**src/rtl/pollchk_pkg.sv**
```systemverilog
package pollchk_pkg;

    typedef enum logic [2:0] {
        ST_IDLE,
        ST_POLL_REQ,
        ST_POLL_WAIT,
        ST_RECHK_REQ,
        ST_RECHK_WAIT,
        ST_FINAL_REQ,
        ST_FINAL_WAIT
    } pc_state_e;

    typedef struct packed {
        logic hit;   // status bit equals expected completion value
        logic tmo;   // device timeout flag set
    } pc_status_t;

    function automatic logic is_req(input pc_state_e s);
        return (s == ST_POLL_REQ) || (s == ST_RECHK_REQ) || (s == ST_FINAL_REQ);
    endfunction

    function automatic logic is_wait(input pc_state_e s);
        return (s == ST_POLL_WAIT) || (s == ST_RECHK_WAIT) || (s == ST_FINAL_WAIT);
    endfunction

endpackage

```
**src/rtl/pollchk_ctrl.sv**
```systemverilog
module pollchk_ctrl
    import pollchk_pkg::*;
#(
    parameter int DATA_W = 8
) (
    input  logic              clk,
    input  logic              rst,
    input  logic              start_i,
    input  logic              erase_i,
    input  logic              exp_bit_i,
    input  logic              rd_valid_i,
    input  logic [DATA_W-1:0] rd_data_i,
    input  pc_status_t        st_i,
    input  logic              at_limit_i,
    output logic              exp_q_o,
    output logic              rd_req_o,
    output logic              busy_o,
    output logic              pass_o,
    output logic              fail_o,
    output logic              cnt_clr_o,
    output logic              cnt_inc_o,
    output logic [DATA_W-1:0] final_data_o
);

    pc_state_e         state_q, state_d;
    logic              exp_q;
    logic              pass_q, pass_d, fail_q, fail_d;
    logic [DATA_W-1:0] fin_q;

    always_comb begin
        state_d   = state_q;
        pass_d    = 1'b0;
        fail_d    = 1'b0;
        cnt_clr_o = 1'b0;
        cnt_inc_o = 1'b0;
        case (state_q)
            ST_IDLE: begin
                if (start_i) begin
                    state_d   = ST_POLL_REQ;
                    cnt_clr_o = 1'b1;
                end
            end
            ST_POLL_REQ:  state_d = ST_POLL_WAIT;
            ST_POLL_WAIT: begin
                if (rd_valid_i) begin
                    cnt_inc_o = 1'b1;
                    if (st_i.hit) begin
                        state_d = ST_FINAL_REQ;
                    end else if (st_i.tmo) begin
                        state_d = ST_RECHK_REQ;
                    end else if (at_limit_i) begin
                        state_d = ST_IDLE;
                        fail_d  = 1'b1;
                    end else begin
                        state_d = ST_POLL_REQ;
                    end
                end
            end
            ST_RECHK_REQ:  state_d = ST_RECHK_WAIT;
            ST_RECHK_WAIT: begin
                if (rd_valid_i) begin
                    if (st_i.hit) begin
                        state_d = ST_FINAL_REQ;
                    end else begin
                        state_d = ST_IDLE;
                        fail_d  = 1'b1;
                    end
                end
            end
            ST_FINAL_REQ:  state_d = ST_FINAL_WAIT;
            ST_FINAL_WAIT: begin
                if (rd_valid_i) begin
                    state_d = ST_IDLE;
                    pass_d  = 1'b1;
                end
            end
            default: state_d = ST_IDLE;
        endcase
    end

    always_ff @(posedge clk) begin
        if (rst) begin
            state_q <= ST_IDLE;
            exp_q   <= 1'b0;
            pass_q  <= 1'b0;
            fail_q  <= 1'b0;
            fin_q   <= '0;
        end else begin
            state_q <= state_d;
            pass_q  <= pass_d;
            fail_q  <= fail_d;
            if (state_q == ST_IDLE && start_i) begin
                exp_q <= erase_i | exp_bit_i;
            end
            if (state_q == ST_FINAL_WAIT && rd_valid_i) begin
                fin_q <= rd_data_i;
            end
        end
    end

    assign exp_q_o      = exp_q;
    assign rd_req_o     = is_req(state_q);
    assign busy_o       = (state_q != ST_IDLE);
    assign pass_o       = pass_q;
    assign fail_o       = fail_q;
    assign final_data_o = fin_q;


    req_pulse_chk: assert property (@(posedge clk) disable iff (rst)
        rd_req_o |=> !rd_req_o);


    no_req_while_waiting_chk: assert property (@(posedge clk) disable iff (rst)
        (is_wait(state_q) && !rd_valid_i) |=> !rd_req_o);


    pass_pulse_chk: assert property (@(posedge clk) disable iff (rst)
        pass_o |=> !pass_o);


    fail_pulse_chk: assert property (@(posedge clk) disable iff (rst)
        fail_o |=> !fail_o);


    result_idle_chk: assert property (@(posedge clk) disable iff (rst)
        (pass_o || fail_o) |-> !busy_o);


    busy_start_ignored_chk: assert property (@(posedge clk) disable iff (rst)
        (busy_o && start_i) |=> $stable(exp_q));

endmodule

```
**config.mk**
```make
export PLATFORM = sky130hd
export DESIGN_NAME = pollchk_ctrl
export DESIGN_NICKNAME = d
export VERILOG_FILES = /design/src/rtl/pollchk_pkg.sv /design/src/rtl/pollchk_ctrl.sv
export SDC_FILE = /design/constraint.sdc
export NUM_CORES = 1
export LEC_CHECK = 0
export CORE_MARGIN = 3
export CORE_UTILIZATION = 34
export DETAILED_ROUTE_END_ITERATION = 12
export PLACE_DENSITY = 0.73
export SYNTH_ARGS = -nofsm -noshare
export SYNTH_HDL_FRONTEND = slang
export SYNTH_SLANG_ARGS = --single-unit
```
**constraint.sdc**
```tcl
create_clock -name clk -period 1.1 [get_ports clk]
set_input_delay 0.22 -clock clk [delete_from_list [all_inputs] [get_ports clk]]
set_output_delay 0.22 -clock clk [all_outputs]
set_load 0.02 [all_outputs]
```
==> metrics.cfg, run 1 <==
[status]
outcome = finished, violations left
violations = setup timing

[power]
power_uw = 1083
pwr-share-clk_pct = 24.7
p_comb_share_pct = 25.0
internal_power_uw = 804.7
p_sw_uw = 278.6
cellPowerDensity_nw_per_um2 = 1057
swShare_pct = 25.72
p_leak_uw = 0.0004241
peakVddDrop_uv = 514.8
p_seq_share_pct = 50.4

[die]
die_area_um2 = 2361
die_w_um = 48.60
fp-row-count = 14
die_h_um = 48.60
initial_utilization_pct = 38.28
io_pins = 32
core_um2 = 1612

[drt]
ant_nets = 0
drt_iter0_drc = 7
wirelength_mm = 1.623
vias_per_cell = 4.726
wl_per_cell_um = 12.02
drtPass1Iterations = 4
remaining_drc_errors = 0
vias = 638

[worst_setup_path]
cpPeakStageDelay_ns = 0.38
cp_data_required_time_ns = 0.88
crit_type = register to output pin
cp-start-kind = register
endpoint_kind = output pin
path_cells = or3_1 > buf_6
worstPathMaxFanout = 7
critPathSlowestCell = or3_1
crit_arrival_ns = 1.16

[logic_synthesis]
yosys_warnings = 0
synth_area_leader_cell = dfxtp_1
synth_area_um2 = 616.8
synth_top_area_share_pct = 45.44
synth_common_cells = 19 x nand2_1, 14 x dfxtp_1, 8 x a21oi_1, 5 x nor2_1, 3 x buf_2
synthCells = 73
seq_area_frac_synth_pct = 45.44
synth_area_leaders = dfxtp_1 45%, nand2_1 12%, a21oi_1 6.5%, nor4b_4 3.9%, and4b_1 3.2%
synth.distinct_cells = 25
syn_nets = 90
synth_seq_cells = 14
synth.most_common_cell = nand2_1
ys.flop_type = dfxtp_1
async_flop_share_pct = 0
synth_edf_count = 0
avgSynthCellArea_um2 = 8.450

[clocking]
cts_hold_buf = 0
clockRootBuffer = clkbuf_4
clock_sinks = 14
htree_levels = 1
numCtsBuffers = 3
cts.reportedPaths.clkPinSlew_ns = 0.08
clk_latency_ns = 0.27
cts_tree = built
clock_path_buffers = 2

[timing]
finalCritPeriodShare_pct = 125.8
maxSlewHeadroom_pct = 84.94
final_hold_viol_count = 0
clock_skew_ns = 0.004085
grt_setup_unrepaired = true
report.final.slew_viol_count = 0
fin_ws_ns = -0.2836
whs_ns = 0.4591
worstMarginPinSlew_ns = 0.2249
finalSetupViolations = 8
min_period_ns = 1.384
max_freq_mhz = 722.7

[grt]
antenna_found_initial = 0
grt_usage_pct = 14.52
grt_pass1_wl_mm = 2.773
globalRouteOverflowTotal = 0
grt_max_degree = 13
first_global_vias = 626

[min_path]
min_path_type = register to register

[finish]
final_area_um2 = 1025
syn2layout_area_growth_pct = 66.13
layout-drive-gt1-share_pct = 35.14
multi_input_area_um2 = 325.3
nNetsFinal = 130
nFillCells = 159
antenna_cells = 0
area.sequential_um2 = 291.5

[place]
dpl_cell_area_um2 = 994.7
dpl.hpwl_mm = 1.243
io_buffers = 31
gp_congestion = 0.7694

[run]
cap_violations = 0

power by group through the flow:
| stage | combinational (uW) | sequential [uW] | clock, uW |
|---|---|---|---|
| 3_3_place_gp | 250 | 555 | 0 |
| 5_1_grt | 290 | 549 | 312 |
| 2_1_floorplan | 126 | 546 | 0 |
| 6_report | 270 | 545 | 268 |
| 4_1_cts | 253 | 545 | 280 |
| 3_5_place_dp | 256 | 556 | 0 |
layout by cell type, fill, tap and decap left out, types with 2 or more instances in the layout:
| cell | Yosys | layout |
|---|---|---|
| a21oi_1 | 8 | 4 |
| a21oi_2 | 1 | 5 |
| and4b_1 | 2 | 2 |
| buf_2 | 3 | 10 |
| buf_4 | 1 | 7 |
| buf_6 | 0 | 6 |
| clkbuf_4 | 0 | 3 |
| clkdlybuf4s15_2 | 0 | 2 |
| clkdlybuf4s50_1 | 0 | 15 |
| dfxtp_1 | 14 | 11 |
| dfxtp_4 | 0 | 3 |
| nand2_1 | 19 | 19 |
| nor2_1 | 5 | 4 |
| nor3_1 | 2 | 2 |
timing repair:
item                       4_1_cts  5_1_grt
hold endpoints to repair         0        0
setup buffers                    1        0
pin swaps                        3        2
resized for setup               65       18
setup endpoints to repair       28       23
cells by family (layout without fill, tap and decap cells):
kind of cell              Yosys count  count (layout)  synth area share [%]
AOI/OAI and AO/OA                  16              16                 16.43
DFF                                14              14                 45.44
xor gates and xnor gates            1               1                 1.420
and+or+nand+nor                    34              34                 29.62
buffers and inverters               7              45                 5.476
muxes                               1               1                 1.623
path summary, 6_finish.rpt:
kind | start | end | slack [ns] | cells after the start
worst max-delay path | state_q[1] | busy_o | -0.28 | 2
worst min-delay path | final_data_o[7] | final_data_o[7] | 0.46 | 2
worst max register to register | state_q[2] | state_q[1] | -0.23 | 4
worst min register to register | final_data_o[7] | final_data_o[7] | 0.46 | 2
metrics by stage:
step	util, %	TNS, ns	cells	setup slack, ns
floorplan	-	-0.4159	73	-0.1391
global placement	61.72	-6.009	131	-0.6699
detailed placement	61.72	-6.379	131	-0.7025
CTS	64.75	-1.387	135	-0.2946
global route	63.59	-2.103	135	-0.3268
finish	63.59	-1.088	135	-0.2836
metal layers:
metal / up-vias / GRT usage [%] / part of all wire (%)
met2: 28 / 24.77 / 48
met3: 2 / 4.601 / 6.6
met1: 282 / 17.01 / 45
met4: 0 / 5.213 / 0.37
met5: - / 0 / 0
li1: 326 / - / -
registers in the layout, summed over array words and instances (netlist names):
| name | flops |
|---|---|
| final_data_o | 8 |
| state_q | 3 |
| exp_q_o | 1 |
| fail_o | 1 |
| pass_o | 1 |
critical path: cells and delay by family (launching register included):
kind | cells | cell delay (ns)
and+or+nand+nor | 1 | 0.38
buffers and inverters | 1 | 0.14
DFF | 1 | 0.37
final cells by class:
type                            instances  area share [%]
Sequential cell                        14           28.45
Multi-Input combinational cell         52           31.75
Timing Repair Buffer                   41           34.31
Clock buffer                            3           2.198
Inverter                                1          0.3663
Tap cell                               24           2.930
Note: power is estimated with default switching activity, not from simulation.
==> run 2, diff against run 1 <==
Settings changed: ABC_AREA set to 1, CTS_CLUSTER_DIAMETER set to 100, GPL_ROUTABILITY_DRIVEN set to 0.
==> run 2 against run 1 <==
Effect of this change: the run still ends with setup timing left; non-clock buffer count increased by 1; die area up 2.5%; hold slack gained 0.017 ns; sequential share of layout area is 4.0 points lower; critical path depth increased by 4; clock power is 40% higher; critical path type unchanged.
==> metrics.cfg, run 2 <==
[clocking]
cts_hold_buf = 0  ; unchanged
numCtsBuffers = 3  ; unchanged
clock_sinks = 14  ; unchanged
htree_levels = 1  ; unchanged
clk_latency_ns = 0.27  ; about the same
cts.reportedPaths.clkPinSlew_ns = 0.09  ; about the same
clock_path_buffers = 2  ; unchanged
cts_tree = built
clockRootBuffer = clkbuf_4

[logic_synthesis]
syn_nets = 112  ; +24%
synth_top_family_by_area = simple AND/OR/NAND/NOR gates
avgSynthCellArea_um2 = 6.677  ; -21%
async_flop_share_pct = 0  ; unchanged
synthAdderAreaFrac_pct = 0  ; unchanged
synth-compound-area-share_pct = 11.05  ; -5.4 points
synth_common_cells = 30 x nor2_1, 15 x nand2_1, 14 x dfxtp_1, 12 x o21ai_0, 11 x inv_1
ys.flop_type = dfxtp_1
synth.mux.area_fraction_pct = 0  ; -1.6 points
synth-simple-area-share_pct = 35.31  ; +5.7 points
synth_seq_cells = 14  ; unchanged
synth_xor_area_share_pct = 0  ; -1.4 points
seq_area_frac_synth_pct = 44.18  ; -1.3 points
synth_area_leaders = dfxtp_1 44%, nor2_1 18%, o21ai_0 9.5%, nand2_1 8.9%, inv_1 6.5%
synth_area_um2 = 634.4  ; +2.8%
synth.most_common_cell = nor2_1
synth_top_area_share_pct = 44.18  ; -1.3 points
yosys_warnings = 0  ; unchanged
synth_edf_count = 0  ; unchanged
synth.distinct_cells = 13  ; -48%
synth_area_leader_cell = dfxtp_1
synthCells = 95  ; +30%

[worst_setup_path]
rr_endpoint = final_data_o[7]
critPathLaunch = state_q[2]
endpoint = cnt_clr_o
cp-start-kind = register
crit_type = register to output pin
worstPathMaxFanout = 3  ; -4
cp_data_required_time_ns = 0.88  ; about the same
endpoint_kind = output pin
crit_arrival_ns = 1.09  ; -0.07 ns
regToRegSetupSlack_ns = -0.08  ; +0.15 ns
r2r-start = state_q[0]
reg2reg_depth = 6  ; +2

[drt]
drtPass1Iterations = 4  ; unchanged
ant_nets = 0  ; unchanged
vias = 752  ; +18%
remaining_drc_errors = 0  ; unchanged
wl_per_cell_um = 12.08  ; +0.47%
vias_per_cell = 4.558  ; -3.6%
wirelength_mm = 1.993  ; +23%
drt_iter0_drc = 12  ; +5

[grt]
grtUsageMet3_pct = 3.976  ; -0.63 points
first_global_vias = 718  ; +15%
antenna_found_initial = 0  ; unchanged
grt_max_degree = 13  ; unchanged
grt.busiest_layer = met2
grt_usage_pct = 16.21  ; +1.7 points
grt_pass1_wl_mm = 3.125  ; +13%
globalRouteOverflowTotal = 0  ; unchanged
grt.met1_usage_pct = 18.55  ; +1.5 points
met2_usage_pct = 29.46  ; +4.7 points

[finish]
antenna_cells = 0  ; unchanged
largest_reg_flops = 8  ; unchanged
final_common_cell = nor2_1
syn2layout_area_growth_pct = 87.38
nNetsFinal = 159  ; +22%
nFillCells = 142  ; -11%
area.sequential_um2 = 290.3  ; -0.43%
multi_input_area_um2 = 409.1  ; +26%
layout_common_cells = 18 x nor2_1, 16 x clkdlybuf4s50_1, 11 x nand2_1
utilization_pct = 72.96  ; +9.4 points
layout-drive-gt1-share_pct = 44.68  ; +9.5 points

[power]
p_leak_uw = 0.0005729  ; +35%
peakVddDrop_uv = 1526  ; +200%
cellPowerDensity_nw_per_um2 = 1949  ; +84%
power_uw = 2316  ; +110%

[timing]
grt_setup_unrepaired = true
max_freq_mhz = 761.9  ; +5.4%
final_hold_viol_count = 0  ; unchanged
report.final.slew_viol_count = 0  ; unchanged
finalCritPeriodShare_pct = 119.3  ; -6.5 points
min_period_ns = 1.313  ; -0.07110 ns
worstMarginPinSlew_ns = 0.3529  ; +0.1280 ns
fin_ws_ns = -0.2125  ; +0.07110 ns
maxSlewHeadroom_pct = 76.44  ; -8.5 points
clock_skew_ns = 0.002605  ; -0.001479 ns
finalSetupViolations = 13  ; +5
timing.setup.tns_ns = -1.317  ; -0.2291 ns

[run]
cap_violations = 0  ; unchanged

[status]
violations = setup timing
outcome = finished, violations left

[die]
die_area_um2 = 2420  ; +2.5%
core_um2 = 1629  ; +1.1%
initial_utilization_pct = 38.94  ; +0.66 points
io_pins = 32  ; unchanged
fp-row-count = 14  ; unchanged
die_w_um = 49.20  ; +1.2%
die_h_um = 49.20  ; +1.2%

[place]
dpl.hpwl_mm = 1.254  ; +0.92%
io_buffers = 31  ; unchanged

[min_path]
min_path_type = register to register

-- run 2: repair_timing --
item / 4_1_cts / 5_1_grt
endpoints found under the setup margin: 25 / 23
setup buffers: 2 / 3
resized for setup: 89 / 28
endpoints found under the hold margin: 0 / 0
gates cloned: 1 / 0
pin swaps: 6 / 8
-- run 2: worst max-delay path: stages, from the launching register on --
cell	delay, ns
dfxtp_2	0.35
inv_2	0.07
nand2_2	0.06
nor2_2	0.09
nand2_1	0.07
inv_1	0.07
buf_6	0.11
-- run 2: stage by stage --
stage	worst slack [ns]	cells	instance area, um2	hold WS [ns]
2_1_floorplan	0.06309	95	634.4	0.2924
3_3_place_gp	-0.5880	157	1030	0.4625
3_5_place_dp	-0.5698	157	1030	0.4720
4_1_cts	-0.2404	164	1120	0.4925
5_1_grt	-0.3087	165	1189	0.5091
6_report	-0.2125	165	1189	0.4756
-- run 2: worst min path at each step --
stage,start,to,slack [ns],depth (start not counted)
after detailed placement,final_data_o[2],final_data_o[2],0.47,2
final,final_data_o[7],final_data_o[7],0.48,2
after CTS,final_data_o[4],final_data_o[4],0.49,2
after floorplan,rst,pass_o,0.29,1
after global routing,final_data_o[7],final_data_o[7],0.51,2
after global placement,final_data_o[1],final_data_o[1],0.46,2
-- run 2: report_power, final --
group	switching [uW]	internal, uW	total [uW]
registers	81.5	588	670
clock network	173	201	374
logic	677	596	1270
total	931	1390	2320
-- run 2: cell families after synthesis --
group           count (synthesis)
compound gates                 14
buf+inv                        14
flops                          14
simple gates                   53
-- run 2: per-layer routing --
layer  vias to the layer above  part of all wire [%]  wire [um]
li1                        390                     -          -
met1                       335                    41        823
met2                        25                    52       1040
met3                         2                   6.0        120
met4                         0                  0.40          8
met5                         -                     0          0
-- run 2: final cells by class --
class	count	area share, %
Multi-Input combinational cell	68	34.42
Timing Repair Buffer	42	30.21
Sequential cell	14	24.42
Inverter	13	5.368
Clock buffer	4	3.053
Tap cell	24	2.526
